==> src/rtl/dmatch_pkg.sv <==
package dmatch_pkg;

  typedef struct packed {
    logic ldIdent;
    logic ldLogical;
    logic ldModel;
  } wrStrobe_t;

  typedef enum logic [1:0] {
    SEL_IDENT   = 2'd0,
    SEL_LOGICAL = 2'd1,
    SEL_MODEL   = 2'd2,
    SEL_SPARE   = 2'd3
  } regSel_e;

  typedef enum logic [1:0] {
    SH_NONE   = 2'd0,
    SH_SELF   = 2'd1,
    SH_ALL    = 2'd2,
    SH_OTHERS = 2'd3
  } shorthand_e;

  localparam int MODEL_W = 4;
  localparam logic [MODEL_W-1:0] MODEL_FLAT    = 4'hF;
  localparam logic [MODEL_W-1:0] MODEL_CLUSTER = 4'h0;

endpackage

==> src/rtl/dmatch_ctrl.sv <==
module dmatch_ctrl
  import dmatch_pkg::*;
(
  input  logic       wrEn,
  input  logic [1:0] wrSel,
  output wrStrobe_t  strobe
);

  always_comb begin
    strobe = '0;
    if (wrEn) begin
      unique case (regSel_e'(wrSel))
        SEL_IDENT:   strobe.ldIdent   = 1'b1;
        SEL_LOGICAL: strobe.ldLogical = 1'b1;
        SEL_MODEL:   strobe.ldModel   = 1'b1;
        default:     strobe           = '0;
      endcase
    end
  end

endmodule

==> src/rtl/dmatch_datapath.sv <==
module dmatch_datapath
  import dmatch_pkg::*;
#(
  parameter int          ID_W     = 8,
  parameter int          WORD_W   = 32,
  parameter int unsigned UNIT_NUM = 0
) (
  input  logic              clk,
  input  logic              rstN,
  input  wrStrobe_t         strobe,
  input  logic [WORD_W-1:0] wrData,
  input  logic [WORD_W-1:0] cmdLo,
  input  logic [WORD_W-1:0] cmdHi,
  input  logic              isSender,
  output logic              hit
);

  localparam int ID_LSB    = WORD_W - ID_W;
  localparam int NIB       = ID_W / 2;
  localparam int MODEL_LSB = WORD_W - MODEL_W;
  localparam int SH_LSB    = 18;
  localparam int DM_BIT    = 11;
  localparam logic [ID_W-1:0] RESET_ID = ID_W'(UNIT_NUM);

  logic [ID_W-1:0]    identReg;
  logic [ID_W-1:0]    logicReg;
  logic [MODEL_W-1:0] modelReg;

  // Register file: only the upper field of each write is kept
  always_ff @(posedge clk) begin
    if (!rstN) begin
      identReg <= RESET_ID;
      logicReg <= '0;
      modelReg <= MODEL_FLAT;
    end else begin
      if (strobe.ldIdent)   identReg <= wrData[WORD_W-1:ID_LSB];
      if (strobe.ldLogical) logicReg <= wrData[WORD_W-1:ID_LSB];
      if (strobe.ldModel)   modelReg <= wrData[WORD_W-1:MODEL_LSB];
    end
  end

  // Field extraction from the message words
  logic [ID_W-1:0] destId;
  logic            logicalMode;
  shorthand_e      sh;

  assign destId      = cmdHi[WORD_W-1:ID_LSB];
  assign logicalMode = cmdLo[DM_BIT];
  assign sh          = shorthand_e'(cmdLo[SH_LSB +: 2]);

  // Address comparison
  logic physHit, flatHit, clusterHit, logHit, addrHit;

  assign physHit    = (destId == '1) || (destId == identReg);
  assign flatHit    = |(logicReg & destId);
  assign clusterHit = (logicReg[ID_W-1:NIB] == destId[ID_W-1:NIB]) &&
                      (|(logicReg[NIB-1:0] & destId[NIB-1:0]));

  always_comb begin
    unique case (modelReg)
      MODEL_FLAT:    logHit = flatHit;
      MODEL_CLUSTER: logHit = clusterHit;
      default:       logHit = 1'b0;
    endcase
  end

  assign addrHit = logicalMode ? logHit : physHit;

  always_comb begin
    unique case (sh)
      SH_NONE:   hit = addrHit;
      SH_SELF:   hit = isSender;
      SH_ALL:    hit = 1'b1;
      SH_OTHERS: hit = !isSender;
      default:   hit = 1'b0;
    endcase
  end

  // identity register picks up the upper byte of the write
  a_r12_ident_load: assert property (@(posedge clk) disable iff (!rstN)
    strobe.ldIdent |=> identReg == $past(wrData[WORD_W-1:ID_LSB]));

  // no strobe, no register change
  a_r13_regs_hold: assert property (@(posedge clk) disable iff (!rstN)
    !(strobe.ldIdent || strobe.ldLogical || strobe.ldModel)
      |=> ($stable(identReg) && $stable(logicReg) && $stable(modelReg)));

  // physical broadcast always reaches this unit
  a_r3_broadcast: assert property (@(posedge clk) disable iff (!rstN)
    (cmdLo[SH_LSB +: 2] == 2'd0 && !cmdLo[DM_BIT] && cmdHi[WORD_W-1:ID_LSB] == '1) |-> hit);

  // all-including shorthand always hits
  a_r8_all_incl: assert property (@(posedge clk) disable iff (!rstN)
    (cmdLo[SH_LSB +: 2] == 2'd2) |-> hit);

  // all-but-self never reaches the sender
  a_r9_excl_self: assert property (@(posedge clk) disable iff (!rstN)
    (cmdLo[SH_LSB +: 2] == 2'd3 && isSender) |-> !hit);

endmodule

==> src/rtl/dest_match_unit.sv <==
module dest_match_unit
  import dmatch_pkg::*;
#(
  parameter int          ID_W     = 8,
  parameter int          WORD_W   = 32,
  parameter int unsigned UNIT_NUM = 0
) (
  input  logic              clk,
  input  logic              rstN,
  input  logic              wrEn,
  input  logic [1:0]        wrSel,
  input  logic [WORD_W-1:0] wrData,
  input  logic [WORD_W-1:0] cmdLo,
  input  logic [WORD_W-1:0] cmdHi,
  input  logic              isSender,
  output logic              hit
);

  wrStrobe_t strobe;

  dmatch_ctrl ctrl_i (
    .wrEn   (wrEn),
    .wrSel  (wrSel),
    .strobe (strobe)
  );

  dmatch_datapath #(
    .ID_W     (ID_W),
    .WORD_W   (WORD_W),
    .UNIT_NUM (UNIT_NUM)
  ) dp_i (
    .clk      (clk),
    .rstN     (rstN),
    .strobe   (strobe),
    .wrData   (wrData),
    .cmdLo    (cmdLo),
    .cmdHi    (cmdHi),
    .isSender (isSender),
    .hit      (hit)
  );

endmodule

==> config.mk <==
export PLATFORM = sky130hd
export DESIGN_NAME = dest_match_unit
export DESIGN_NICKNAME = d
export VERILOG_FILES = /design/src/rtl/dmatch_pkg.sv /design/src/rtl/dmatch_ctrl.sv /design/src/rtl/dmatch_datapath.sv /design/src/rtl/dest_match_unit.sv
export SDC_FILE = /design/constraint.sdc
export NUM_CORES = 1
export LEC_CHECK = 0
export ABC_AREA = 1
export BUFFER_PORTS_ARGS = -buffer_cell sky130_fd_sc_hd__buf_2
export CORE_MARGIN = 4
export CORE_UTILIZATION = 25
export CTS_BUF_LIST = sky130_fd_sc_hd__clkbuf_8
export DETAILED_ROUTE_END_ITERATION = 8
export SYNTH_ARGS = -nofsm -noshare
export SYNTH_HDL_FRONTEND = slang
export SYNTH_HIERARCHICAL = 1
export SYNTH_SLANG_ARGS = --single-unit
==> constraint.sdc <==
create_clock -name clk -period 1.5 [get_ports clk]
set_clock_uncertainty 0.1 [all_clocks]
set_input_delay 0.075 -clock clk [delete_from_list [all_inputs] [get_ports clk]]
set_output_delay 0.075 -clock clk [all_outputs]
set_load 0.1 [all_outputs]
* Word-level counts from Yosys, hierarchy flattened *
Cells that the tools add are included.

storage, ports and cells
  register bits after elaboration = 20
  bits of input ports = 102
  output and inout port bits = 1

operators by class
  equal/unequal tests = 9
  muxes and demuxes = 7
  bitwise operators = 2
  reduce and logical (&&, ||, !) cells = 8

operators by type and width
  operator                                                                number
  8-bit AND                                                               1
  8-bit equality test                                                     1
  8-bit equality test (second input constant)                             1
  8-bit OR reduction                                                      1
  2-bit equality test (second input constant)                             3
  4-bit AND                                                               1
  2-bit by 1-bit equality test with 1-bit output (second input constant)  2
  4-bit equality test                                                     1
  4-bit equality test (second input constant)                             1
  2-bit zero test                                                         2
  4-bit zero test                                                         1
  1-bit two-way mux                                                       4
  1-bit case mux with 4 select lines                                      1
  4-bit OR reduction                                                      1
  3-bit two-way mux                                                       1
  1-bit case mux with 2 select lines                                      1
  1-bit logical AND                                                       1
  1-bit zero test                                                         1
  1-bit logical OR                                                        1

* Longest topological paths before layout *
Gate-level depths: netlist of run 1.

  word-level depth = 6
  gate-level depth with buffers = 9

* Hierarchy *
Netlist of run 1, hierarchy kept.

modules (own cells, without submodules)
  module           times used  cells an instance  area each (µm²)
  dmatch_datapath  1           153                1002.2
  dmatch_ctrl      1           7                  26.3

* Least setup slack after synthesis of run 1 *
Ideal clock, no wire load.

  kind = register to output
  from = reg dp_i.logicReg[7]
  to = out hit
  arrival time = 2.416 ns
  data required time = 1.325 ns
  setup slack = -1.091 ns
  stages on the path, launching flop included = 9
  cells stage by stage = dfxtp_1 ha_1 nor2_1 nand2_1 nor2_1 nor2_1 nor2_1 nor2_1 a21oi_1

on the way
  word-level cells in the longest chain between the ends = 5
  elaborated cells on any way between the ends = 7
  classes of those cells = eq/ne: 1; mux: 3; bitwise: 1; reduce/logical: 2

ends and longest elaborated chain
  element                                                  line                                          source
  start: declaration                                       dmatch_datapath.sv:26                         logic [ID_W-1:0] logicReg;
  start signal: assignment                                 dmatch_datapath.sv:37                         if (strobe.ldLogical) logicReg <= wrData[WORD_W-1:ID_LSB];
  8-bit AND or 4-bit equality test (tied branches)         dmatch_datapath.sv:55, dmatch_datapath.sv:56
  8-bit OR reduction or 1-bit logical AND (tied branches)  dmatch_datapath.sv:55, dmatch_datapath.sv:56
  1-bit case mux with 2 select lines *                     dmatch_datapath.sv:60                         unique case (modelReg)
  1-bit two-way mux *                                      dmatch_datapath.sv:67                         assign addrHit = logicalMode ? logHit : physHit;
  1-bit case mux with 4 select lines *                     dmatch_datapath.sv:70                         unique case (sh)
  end: declaration                                         dest_match_unit.sv:16                         output logic hit

Every way passes the cells marked *; elsewhere a longest branch is shown, timed or not.

* Worst setup path after layout of run 1 *
Same ends and word-level chain as after synthesis.

==> metrics.md, run 1 <==
| Metric | Value |
|---|---|
| Status | `finished with violations` |
| Failing checks | `setup timing` |
| Peak fanout along the critical path | `2` |
| # diodes | `0` |
| Critical path class | `flop to primary output` |
| Yosys top cell area share | `38.9%` |
| Chip width | `72.1 um` |
| Worst path arrival time | `1620 ps` |
| Vias in the first global route | `994` |
| Syn Area/Cell | `6.43 sq um` |
| Cell variety after synth | `15` |
| Post-DP HPWL | `1.92 mm` |
| Setup crit end kind | `primary output` |
| Post-Syn Instances | `160` |
| Antenna-violating nets left | `0` |
| Longest Clk Path Bufs | `2` |
| GR Util All Layers | `10.3%` |
| Largest net degree at the start of global routing | `21` |
| Fin crit period | `1800 ps` |
| I/O pin cnt | `103` |
| Gr ovfl total | `0` |
| Initial drt markers | `41` |
| Worst Path Required | `1320 ps` |
| Area leader, netlist | `dfxtp_1` |
| Port Buffers | `25` |
| Worst setup margin | `-298 ps` |
| Final hold violations | `0` |
| DR top layer | `met4` |
| Final setup vio count | `1` |
| DP Worst Slack | `-16.1 ps` |
| Synth warnings | `6` |
| Root buffer cell | `clkbuf_8` |
| TritonCTS clock tree | `yes` |
| WL final | `2.50 mm` |
| Drt first pass iters | `4` |
| DR vias | `1037` |
| Metal3 WL | `112 um` |
| Gp weighted congestion | `0.772` |
| Synth-to-layout area growth | `40.1%` |
| Clock Pin Slew Worst Setup and Hold Paths | `70 ps` |
| Sequential cell area fraction in the yosys report | `38.9%` |
| Initial Utilization | `25.7%` |
| Clock buffer count from CTS | `3` |
| Commonest non-fill, non-tap cell in the layout | `nand2_1` |
| Commonest non-fill, non-tap cells in the layout | `43 x nand2_1, 40 x nor2_1, 24 x buf_2` |
| Area contributors post-synth | `dfxtp_1 39%, nand2_1 16%, nor2_1 15%, o21ai_0 8.3%, ha_1 4.9%` |
| Syn Nets | `266` |
| R2R Setup Slk | `750 ps` |
| Pleak | `0.691 nW` |
| Skew-Pair Late Insertion Delay | `250 ps` |
| Crit Reg-Reg Startpoint | `dp_i/logicReg[5]$_SDFFE_PN0P_` |
| Synthesized area | `1030 sq um` |
| First-pass GRT wire length | `4.27 mm` |
| Fin crit share | `120%` |
| Worst hold slack | `74.0 ps` |
| Max_cap viols | `0` |
| Unrepaired setup endpoints after global routing | `yes` |
| WL met1 | `1.25 mm` |
| Startpoint type of the worst setup path | `flop` |
| Worst reg2reg path depth | `2` |
| Die Span Y | `72.1 um` |
| Pwr per Cell Area | `807 nW/um^2` |
| Layout cells sized above 1 | `22.8%` |
| Max Clock Freq | `556 MHz` |
| Final total power | `1.16 mW` |
| Routed wl met2 | `1.12 mm` |
| HP Class | `primary input to flop` |
| Via density | `4.20` |
| Final-stage net count | `305` |
| R2R Path End | `dp_i/logicReg[5]$_SDFFE_PN0P_` |
| Clock Sink Count | `20` |
| Worst slew margin | `77.0%` |
| Max Slew Vio Count | `0` |
| Placement Rows | `23` |
| WL/cell | `10.1 um` |
| CP Launch Point | `dp_i/logicReg[7]$_SDFFE_PN0P_` |
| Max rail drop VDD | `0.241 mV` |
| Setup repair bufs after CTS | `0` |
| # DRC | `0` |
| Register bit total from synthesis | `20` |
| Core Area | `4000 sq um` |
| H-tree levels | `1` |
| Tightest Pin Transition | `345 ps` |
| Worst setup endpoint | `hit` |
| Antenna violations before repair | `0` |
| Die area | `5200 sq um` |
[state kept, by name, summed over array words and instances, names as in the netlist]
signal         count
dp_i/identReg      8
dp_i/modelReg      4
dp_i/logicReg      8
[cells in the mapped netlist]
cell / n
a21oi_1: 5
buf_2: 1
clkbuf_1: 2
dfxtp_1: 20
ha_1: 4
inv_1: 13
nand2_1: 43
nand3_1: 4
nand4_1: 1
nor2_1: 42
nor2_2: 1
nor3_1: 1
o21ai_0: 17
or2_2: 1
xnor2_1: 5
[what timing repair did]
item                                    CTS  global route
hold buffers                              8             0
endpoints found under the setup margin    1             1
pin swaps                                 0             8
endpoints found under the hold margin    16             0
gates resized for setup                   0            10
[worst min-delay path by stage]
stage / end / cells after the start / slack (ps) / startpoint
3_5_place_dp: dp_i/logicReg[1]$_SDFFE_PN0P_ / 3 / 220 / wrData[25]
2_1_floorplan: dp_i/modelReg[0]$_SDFFE_PN1P_ / 2 / 100 / wrData[28]
3_3_place_gp: dp_i/logicReg[1]$_SDFFE_PN0P_ / 3 / 220 / wrData[25]
4_1_cts: dp_i/modelReg[0]$_SDFFE_PN1P_ / 2 / 70 / rstN
5_1_grt: dp_i/modelReg[2]$_SDFFE_PN1P_ / 2 / 110 / rstN
6_report: dp_i/modelReg[0]$_SDFFE_PN1P_ / 2 / 70 / rstN
[layer usage]
metal,up-vias,track usage [%]
met5,-,0
met2,14,17.2
met4,0,4.38
met1,446,13.0
li1,575,-
met3,2,1.80
[cell type report]
class                   count  area, sq um
clock buffers               3         41.3
fillers                   442         2560
repair buffers             37          250
inverters                  13         48.8
multi-input cells         124          633
flip-flops and latches     20          405
well taps                  50         62.6
[where the power goes]
group	switching, mW	internal (mW)
Clock	0.167	0.178
Combinational	0.130	0.110
Sequential	0.0177	0.560
Total	0.315	0.849
[critical path: stages (launching register included)]
cell and delay [ps]:
dfxtp_2 350, ha_4 200, nor2_2 90, nand2_1 50
nor2_1 100, nor2_1 50, nor2_1 120, nor2_2 60
a21oi_4 160, buf_12 190
[metrics by stage]
stage	area (sq um)	setup TNS [ps]	utilization (%)	instances
floorplan	1040	-179	-	160
global placement	1260	-12.8	31.5	236
detailed placement	1260	-16.1	31.5	236
CTS	1380	-304	34.5	247
global route	1440	-460	36.0	247
finish	1440	-298	36.0	247
[cell families (layout without fill, tap and decap cells)]
family          after synthesis  in the layout  share of synthesized area, %
compound gates               22             22                          10.7
xor+xnor                      5              5                          4.26
fa+ha+maj                     4              4                          4.87
buf+inv                      16             53                          5.96
flops                        20             20                          38.9
simple gates                 93             93                          35.3
Note: power is estimated with default switching activity, not from simulation.
==> inputs of run 2 (changes only) <==
- CAP_MARGIN: not set -> 5
- PLACE_DENSITY: not set -> 0.67
- SLEW_MARGIN: not set -> 20
==> run 2 against run 1 <==
Effect of this change: the flow still finishes with violations (setup timing); utilization fell by 1.0 points; total power rose by 4.2%; clock power rose by 18%; sequential power barely moved; critical path type unchanged; global-route usage fell by 0.055 points; routed wire length rose by 0.64%; hold slack got worse by 8.9 ps; critical endpoint unchanged; via count fell by 2.2%; largest power group unchanged.
==> metrics.md, run 2 (synthesis results as in run 1) <==
| Metric | Value |
|---|---|
| Status | `finished with violations` |
| Failing checks | `setup timing` |
| Post-Place Cells | `235` |
| HP Class | `primary input to flop` |
| I/O pin cnt | `103` |
| Fin crit share | `119%` |
| Critical path class | `flop to primary output` |
| CP max stage cell | `dfxtp_1` |
| Final-stage net count | `304` |
| Non-Filler Instances | `247` |
| Port Buffers | `25` |
| WL final | `2.51 mm` |
| Metal3 WL | `104 um` |
| GR Util All Layers | `10.3%` |
| Min-delay src | `rstN` |
| Chip width | `72.1 um` |
| Vias in the first global route | `961` |
| TritonCTS clock tree | `yes` |
| Post-DP HPWL | `1.93 mm` |
| Max Clock Freq | `560 MHz` |
| Largest net degree at the start of global routing | `21` |
| Startpoint type of the worst setup path | `flop` |
| First-pass GRT wire length | `4.19 mm` |
| # diodes | `0` |
| R2R Setup Slk | `750 ps` |
| Pwr per Cell Area | `865 nW/um^2` |
| Clock Pin Slew Worst Setup and Hold Paths | `70 ps` |
| Skew-Pair Late Insertion Delay | `250 ps` |
| WL met1 | `1.29 mm` |
| Antenna-violating nets left | `0` |
| Worst hold stages | `2` |
| CP max stage delay | `320 ps` |
| WP buf/inv | `1` |
| Antenna violations before repair | `0` |
| Via density | `4.11` |
| Final instance area | `1400 sq um` |
| CP Depth | `9` |
| Commonest non-fill, non-tap cells in the layout | `43 x nand2_1, 42 x nor2_1, 24 x buf_2` |
| Largest delay share family, worst path | `simple AND/OR/NAND/NOR gates` |
| Pleak | `0.694 nW` |
| Routed wl met2 | `1.08 mm` |
| Worst setup margin | `-286 ps` |
| Drt first pass iters | `4` |
| Gp weighted congestion | `0.717` |
| Final Core Density | `35.0%` |
| Fin crit period | `1790 ps` |
| Layout cells sized above 1 | `18.8%` |
| Tightest Pin Transition | `343 ps` |
| Setup crit end kind | `primary output` |
| Root buffer cell | `clkbuf_8` |
| Die area | `5200 sq um` |
| Core Area | `4000 sq um` |
| Final hold violations | `0` |
| Synth-to-layout area growth | `36.3%` |
| Max_cap viols | `0` |
| Placement Rows | `23` |
| WL/cell | `10.2 um` |
| # DRC | `0` |
| DP Area | `1250 sq um` |
| Worst Hold End | `dp_i/modelReg[0]$_SDFFE_PN1P_` |
| Worst hold slack | `65.1 ps` |
| Cells along the critical path | `ha_1, nor2_1, nand2_1, nor2_1, nor2_1, nor2_1, nor2_1, a21oi_4, buf_12` |
| Worst slew margin | `77.1%` |
| Most frequent CP cell | `nor2_1` |
| Initial Utilization | `25.7%` |
| Commonest non-fill, non-tap cell in the layout | `nand2_1` |
| Gr ovfl total | `0` |
| Worst reg2reg path depth | `2` |
| Fin Setup TNS | `-286 ps` |
| R2R Path End | `dp_i/logicReg[7]$_SDFFE_PN0P_` |
| Longest Clk Path Bufs | `2` |
| Max rail drop VDD | `0.355 mV` |
| Initial drt markers | `36` |
| Clock Sink Count | `20` |
| Peak fanout along the critical path | `2` |
| Max Slew Vio Count | `0` |
| Worst path arrival time | `1610 ps` |
| Unrepaired setup endpoints after global routing | `yes` |
| Final setup vio count | `1` |
| Worst Path Required | `1320 ps` |
| DR top layer | `met4` |
| H-tree levels | `1` |
| DR vias | `1014` |
| Crit Reg-Reg Startpoint | `dp_i/logicReg[7]$_SDFFE_PN0P_` |
| Top Registers | `dp_i/identReg x8, dp_i/logicReg x8, dp_i/modelReg x4` |
| Die Span Y | `72.1 um` |
| Clock buffer count from CTS | `3` |
[run 2: changes by cell type in the layout (fill, tap and decap cells not counted), sizes merged]
cell	delta
buf	-1
clkbuf	+1
[run 2: worst max path at each step]
stage,from,to,slack (ps)
floorplan,dp_i/logicReg[6]$_SDFFE_PN0P_,hit,-180
global placement,dp_i/logicReg[6]$_SDFFE_PN0P_,hit,-20
detailed placement,dp_i/logicReg[7]$_SDFFE_PN0P_,hit,-20
CTS,dp_i/logicReg[6]$_SDFFE_PN0P_,hit,-320
global route,dp_i/logicReg[6]$_SDFFE_PN0P_,hit,-450
finish,dp_i/logicReg[4]$_SDFFE_PN0P_,hit,-290
[run 2: through the flow]
| step | total power, mW | setup slack, ps |
|---|---|---|
| floorplan | 0.711 | -179 |
| global placement | 0.795 | -20.2 |
| detailed placement | 0.799 | -21.6 |
| CTS | 1.23 | -320 |
| global route | 1.28 | -449 |
| finish | 1.21 | -286 |
[run 2: power breakdown]
part	switching, mW	internal [mW]
Sequential	0.0162	0.559
Combinational	0.127	0.103
Clock	0.173	0.233
[run 2: per-layer routing]
metal,track usage [%],vias to the layer above
met2,16.3,20
li1,-,571
met1,13.4,421
met3,1.80,2
met4,5.01,0
met5,0,-
[run 2: final cells by class]
| class | instances | area [sq um] |
|---|---|---|
| Inverter | 13 | 48.8 |
| Fill cell | 445 | 2600 |
| Sequential cell | 20 | 402 |
| Clock buffer | 4 | 55.1 |
| Tap cell | 50 | 62.6 |
| Timing Repair Buffer | 36 | 243 |
| Multi-Input combinational cell | 124 | 591 |
[run 2: repair_timing]
item	CTS	global route
cloned	0	0
endpoints found under the setup margin	1	1
resized for setup	2	0
setup buffers	0	0
pin swaps	0	1
hold buffers	8	0
hold endpoints to repair	17	0
